$ cat config.mk
export PLATFORM = sky130hd
export DESIGN_NAME = spi_frame_rx
export DESIGN_NICKNAME = d
export VERILOG_FILES = /design/src/rtl/spi_rx_pkg.sv /design/src/rtl/spi_rx_sync.sv /design/src/rtl/spi_rx_edge.sv /design/src/rtl/spi_rx_shift.sv /design/src/rtl/spi_frame_rx.sv
export SDC_FILE = /design/constraint.sdc
export NUM_CORES = 1
export LEC_CHECK = 0
export BUFFER_PORTS_ARGS = -buffer_cell sky130_fd_sc_hd__buf_2
export CAP_MARGIN = 15
export CORE_MARGIN = 3
export CORE_UTILIZATION = 29
export CTS_BUF_LIST = sky130_fd_sc_hd__clkbuf_4 sky130_fd_sc_hd__clkbuf_8 sky130_fd_sc_hd__clkbuf_16
export DETAILED_ROUTE_END_ITERATION = 12
export PLACE_DENSITY = 0.47
export SKIP_CTS_REPAIR_TIMING = 1
export SYNTH_ARGS = -nofsm -noshare
export SYNTH_HDL_FRONTEND = slang
export SYNTH_SLANG_ARGS = --single-unit
$ cat constraint.sdc
create_clock -name clk -period 3.5 [get_ports clk]
set_clock_uncertainty 0.1 [all_clocks]
set_input_delay 0.875 -clock clk [delete_from_list [all_inputs] [get_ports clk]]
set_output_delay 0.875 -clock clk [all_outputs]
set_load 0.05 [all_outputs]
$ cat src/rtl/spi_rx_pkg.sv
package spi_rx_pkg;

  typedef enum logic {
    RX_IDLE   = 1'b0,
    RX_ACTIVE = 1'b1
  } rx_state_e;

  // saturating increment: stops at lim
  function automatic int sat_inc(input int v, input int lim);
    return (v >= lim) ? lim : v + 1;
  endfunction

endpackage

$ cat src/rtl/spi_rx_sync.sv
module spi_rx_sync #(
  parameter int            N       = 3,
  parameter int            STAGES  = 2,
  parameter logic [N-1:0]  RST_VAL = '1
) (
  input  logic         clk,
  input  logic         rst,
  input  logic [N-1:0] d_i,
  output logic [N-1:0] q_o
);

  logic [N-1:0] stg_q [STAGES];

  for (genvar s = 0; s < STAGES; s++) begin : g_stage
    if (s == 0) begin : g_first
      always_ff @(posedge clk) begin
        if (rst) stg_q[s] <= RST_VAL;
        else     stg_q[s] <= d_i;
      end
    end else begin : g_next
      always_ff @(posedge clk) begin
        if (rst) stg_q[s] <= RST_VAL;
        else     stg_q[s] <= stg_q[s-1];
      end
    end
  end

  assign q_o = stg_q[STAGES-1];

endmodule

$ cat src/rtl/spi_rx_edge.sv
module spi_rx_edge #(
  parameter int           N       = 2,
  parameter logic [N-1:0] RST_VAL = '1
) (
  input  logic         clk,
  input  logic         rst,
  input  logic [N-1:0] lvl_i,
  output logic [N-1:0] chg_o
);

  logic [N-1:0] prev_q;

  always_ff @(posedge clk) begin
    if (rst) prev_q <= RST_VAL;
    else     prev_q <= lvl_i;
  end

  for (genvar b = 0; b < N; b++) begin : g_chg
    assign chg_o[b] = lvl_i[b] ^ prev_q[b];
  end

endmodule

$ cat src/rtl/spi_rx_shift.sv
module spi_rx_shift
  import spi_rx_pkg::*;
#(
  parameter int WORD_W  = 32,
  parameter int CNT_MAX = WORD_W + 1,
  parameter int CNT_W   = $clog2(CNT_MAX + 1)
) (
  input  logic              clk,
  input  logic              rst,
  input  logic              clr_i,
  input  logic              shift_en_i,
  input  logic              din_i,
  output logic [WORD_W-1:0] shreg_o,
  output logic [CNT_W-1:0]  cnt_o
);

  localparam logic [CNT_W-1:0] CNT_TOP = CNT_W'(CNT_MAX);

  logic [WORD_W-1:0] shreg_q;
  logic [CNT_W-1:0]  cnt_q;

  always_ff @(posedge clk) begin
    if (rst || clr_i) begin
      shreg_q <= '0;
      cnt_q   <= '0;
    end else if (shift_en_i) begin
      shreg_q <= {shreg_q[WORD_W-2:0], din_i};
      cnt_q   <= CNT_W'(sat_inc(int'(cnt_q), CNT_MAX));
    end
  end

  assign shreg_o = shreg_q;
  assign cnt_o   = cnt_q;


  clear_empties_chk: assert property (@(posedge clk) disable iff (rst)
    clr_i |=> (cnt_q == '0 && shreg_q == '0));


  count_sat_hold_chk: assert property (@(posedge clk) disable iff (rst)
    (cnt_q == CNT_TOP && shift_en_i && !clr_i) |=> cnt_q == CNT_TOP);

endmodule

$ cat src/rtl/spi_frame_rx.sv
module spi_frame_rx
  import spi_rx_pkg::*;
#(
  parameter int WORD_W      = 32,
  parameter int SYNC_STAGES = 2
) (
  input  logic              clk,
  input  logic              rst,
  input  logic              sclk_i,
  input  logic              sdi_i,
  input  logic              sel_n_i,
  output logic [WORD_W-1:0] word_o,
  output logic              word_stb_o,
  output logic              abort_o
);

  localparam int CNT_MAX = WORD_W + 1;
  localparam int CNT_W   = $clog2(CNT_MAX + 1);
  localparam logic [CNT_W-1:0] LAST_IDX = CNT_W'(WORD_W - 1);
  localparam logic [CNT_W-1:0] FULL_CNT = CNT_W'(WORD_W);
  localparam int PIN_N = 3;
  // pin order in the synchronized vector: {select, data, clock}
  localparam logic [PIN_N-1:0] PIN_RST = 3'b101;

  function automatic logic [WORD_W-1:0] push_bit(input logic [WORD_W-1:0] sr,
                                                 input logic b);
    return {sr[WORD_W-2:0], b};
  endfunction

  // ---------------- pin synchronization and edges ----------------
  logic [PIN_N-1:0] pin_raw, pin_s;
  assign pin_raw = {sel_n_i, sdi_i, sclk_i};

  spi_rx_sync #(.N(PIN_N), .STAGES(SYNC_STAGES), .RST_VAL(PIN_RST)) u_sync (
    .clk (clk),
    .rst (rst),
    .d_i (pin_raw),
    .q_o (pin_s)
  );

  logic [1:0] edge_lvl, edge_chg;
  assign edge_lvl = {pin_s[2], pin_s[0]};

  spi_rx_edge #(.N(2), .RST_VAL(2'b11)) u_edge (
    .clk   (clk),
    .rst   (rst),
    .lvl_i (edge_lvl),
    .chg_o (edge_chg)
  );

  logic sclk_fall_w, sel_fall_w, sel_rise_w, sdi_w;
  assign sclk_fall_w = edge_chg[0] & ~edge_lvl[0];
  assign sel_fall_w  = edge_chg[1] & ~edge_lvl[1];
  assign sel_rise_w  = edge_chg[1] &  edge_lvl[1];
  assign sdi_w       = pin_s[1];

  // ---------------- frame control ----------------
  rx_state_e state_q;
  logic [WORD_W-1:0] shreg_w;
  logic [CNT_W-1:0]  cnt_w;

  logic open_w, release_w, shift_w, commit_w, surplus_w, short_w, clr_w;
  assign open_w    = (state_q == RX_IDLE)   && sel_fall_w;
  assign release_w = (state_q == RX_ACTIVE) && sel_rise_w;
  assign shift_w   = (state_q == RX_ACTIVE) && !sel_rise_w && sclk_fall_w;
  assign commit_w  = shift_w && (cnt_w == LAST_IDX);
  assign surplus_w = release_w && (cnt_w > FULL_CNT);
  assign short_w   = release_w && (cnt_w < FULL_CNT);
  assign clr_w     = open_w || release_w;

  spi_rx_shift #(.WORD_W(WORD_W), .CNT_MAX(CNT_MAX), .CNT_W(CNT_W)) u_shift (
    .clk        (clk),
    .rst        (rst),
    .clr_i      (clr_w),
    .shift_en_i (shift_w),
    .din_i      (sdi_w),
    .shreg_o    (shreg_w),
    .cnt_o      (cnt_w)
  );

  always_ff @(posedge clk) begin
    if (rst) begin
      state_q    <= RX_IDLE;
      word_o     <= '0;
      word_stb_o <= 1'b0;
      abort_o    <= 1'b0;
    end else begin
      word_stb_o <= commit_w || surplus_w;
      abort_o    <= short_w;
      if (commit_w)       word_o <= push_bit(shreg_w, sdi_w);
      else if (surplus_w) word_o <= shreg_w;
      if (open_w)         state_q <= RX_ACTIVE;
      else if (release_w) state_q <= RX_IDLE;
    end
  end


  stb_abort_excl_chk: assert property (@(posedge clk) disable iff (rst)
    !(word_stb_o && abort_o));


  abort_on_release_chk: assert property (@(posedge clk) disable iff (rst)
    abort_o |-> $past(sel_rise_w && state_q == RX_ACTIVE));


  stb_from_frame_chk: assert property (@(posedge clk) disable iff (rst)
    word_stb_o |-> $past(state_q == RX_ACTIVE));


  word_hold_chk: assert property (@(posedge clk) disable iff (rst)
    !word_stb_o |-> $stable(word_o));

endmodule

==> run summary <==
Reg2reg start: u_shift.cnt_o[0]
Setup TNS: 0 ns
Synth cell types: 37
Post-route setup slack: 1.21 ns
Hold Path End: u_sync.stg_q[1][0]
Worst-Skew Late Latency: 0.34 ns
Die W: 110 um
Fin crit period: 2.29 ns
Crit path required time: 3.68 ns
Die area: 12200 sq um
Drt first pass iters: 4
Status: complete, no violations
Synthesized netlist cell count: 359
Critical path arrival: 2.48 ns
Largest cells by area after synthesis: dfxtp_1 51%, nand2_1 8.2%, a21oi_1 7.5%
Cell taking the most area after synthesis: dfxtp_1
Fmax: 0.436 GHz
Kind of critical path: reg2reg
Pwr Total: 1.70 mW
Commonest cells post-synth: 81 x dfxtp_1, 69 x nand2_1, 47 x a21oi_1, 24 x nor2_1, 20 x nor3_1
Die height: 110 um
Max-cap violations: 0
Share of post-route cells with drive strength above 1: 19.3%
Startpoint types: register
Initial core utilization: 30.2%
Most common flop cell mapped by yosys: dfxtp_1
Residual DRC: 0
Hold path cells: 1
Total CTS buffers: 9
Sequential area share after synthesis: 51.4%
Max_slew headroom: 42.5%
Reg2Reg Setup Slack: 1.21 ns
Yosys reg bits: 81
First-pass GRT wire length: 12400 um
Worst-path maximum fanout: 19
CTS sink count: 81
Synthesized area: 3160 sq um
Htree depth: 3
Largest net degree at the start of global routing: 35
Placer Congestion: 0.812
Yosys top cell area share: 51.4%
Core ar.: 10500 sq um
Worst setup EP type: register
Tightest Pin Transition: 0.862 ns
Via density: 4.85
Post-Synthesis Net Count: 368
Fin crit share: 65.6%
Vias in the first global route: 2457
Reg2Reg Depth: 6
Syn Area/Cell: 8.79 sq um
PD cells: 471 nW/um^2
DP Wirelength: 4540 um
IO Count: 39
Std cell rows: 37
YS warnings: 0
Fin. max-slew vios: 0
PortBufs: 38
CTS root buf: clkbuf_8
Clock Pin Slew Worst Setup and Hold Paths: 0.08 ns
Worst-case clock buffer depth: 2
Grt total ovfl: 0
P_leak: 1.33 nW
Peak supply drop: 223 uV
DRC marker count from the first detailed-route iteration: 115
Total Wirelength: 7330 um
Nets: 393
Vias: 2544
Count leader, synth: dfxtp_1
Number of hold-slack violations in the final timing report: 0
Layout area overhead: 14.5%
Hold wc startpoint: u_sync.stg_q[0][0]
WL per Instance: 14.0 um
Finish-stage setup viols: 0
DP Worst Slack: 1.20 ns
Antenna cells: 0
Final ANT Viol Nets: 0
CTS tree: yes
Async S/R FF share, synth: 0%
Setup crit start: u_shift.cnt_o[0]
HP Class: reg2reg
R2R Path End: word_o[5]
Initial antenna violation count: 0
RSZ-0062 raised after global routing: no
Number of enable flip-flop cells after synthesis: 0
GRT Overall Usage: 13.0%
==> stage by stage <==
stage	cell area, sq um	utilization (%)	hold WS, ns	std cells
finish	3610	34.5	0.313	524
global route	3610	34.5	0.332	524
floorplan	3160	-	0.289	359
CTS	3610	34.5	0.316	524
detailed placement	3400	32.5	0.295	509
global placement	3400	32.5	0.293	509
==> sequential cells by signal, indices dropped and copies added (netlist names) <==
register         count
abort_o              1
state_q              1
u_edge.prev_q        2
u_shift.cnt_o        6
u_shift.shreg_o     32
u_sync.stg_q         6
word_o              32
word_stb_o           1
==> how the worst max path moves through the flow <==
stage | endpoint | slack, ns | cells after the start
2_1_floorplan | word_o[15] | 1.63 | 5
3_3_place_gp | word_o[6] | 1.20 | 6
3_5_place_dp | word_o[5] | 1.20 | 6
4_1_cts | word_o[7] | 1.19 | 6
5_1_grt | word_o[5] | 0.99 | 6
6_report | word_o[5] | 1.21 | 6
==> critical path, cell delays in order (launching register included) <==
cell and delay [ns]:
dfxtp_1 0.44, ha_1 0.22, and3b_1 0.22, and4_1 0.57, buf_4 0.38, a22oi_1 0.15, a21oi_1 0.15
==> per-layer routing <==
| layer | wire, um | GRT usage (%) | vias up |
|---|---|---|---|
| met5 | 0 | 0 | - |
| met4 | 80 | 3.08 | 0 |
| met3 | 375 | 4.25 | 7 |
| met2 | 3370 | 20.5 | 54 |
| met1 | 3500 | 17.3 | 1177 |
| li1 | - | - | 1306 |
==> power breakdown <==
group	leakage (nW)	total (mW)	switching [mW]	internal, mW
sequential	0.654	0.928	0.00320	0.925
combinational	0.569	0.0408	0.0274	0.0133
clock	0.106	0.733	0.327	0.406
total	1.33	1.70	0.358	1.34
==> cell usage in the layout, fill, tap and decap left out, types with 2 or more instances in the layout <==
cell type / netlist / layout
dfxtp_1: 81 / 81
nand2_1: 69 / 69
a21oi_1: 47 / 47
buf_2: 8 / 38
nor2_1: 24 / 24
nor3_1: 20 / 20
o221ai_1: 19 / 19
nand3_1: 13 / 13
clkbuf_8: 0 / 9
or2_2: 6 / 6
a22oi_2: 6 / 6
buf_4: 1 / 6
a22oi_1: 5 / 5
nand4_1: 4 / 4
ha_1: 4 / 4
inv_1: 3 / 3
nand2b_1: 3 / 3
nor2b_1: 3 / 3
and3_1: 3 / 3
xor2_1: 3 / 3
and4b_1: 2 / 2
bufinv_16: 0 / 2
==> cell families after synthesis <==
logic type	Yosys count	synth area share, %
buffers and inverters	33	5.43
AND/OR/NAND/NOR	154	22.6
flip-flops	81	51.4
AO/OA/AOI/OAI	84	18.1
XOR/XNOR	3	0.833
adder cells (fa/ha/maj)	4	1.59
==> area by class of cell <==
type | instances | area [sq um]
clock buffer | 10 | 131
timing repair buffer | 44 | 235
multi-input combinational | 245 | 1360
sequential | 81 | 1620
tap | 136 | 170
fill | 1148 | 6850
clock inverter | 5 | 81.3
inverter | 3 | 11.3
No activity file was read; power rests on OpenSTA's default activity.
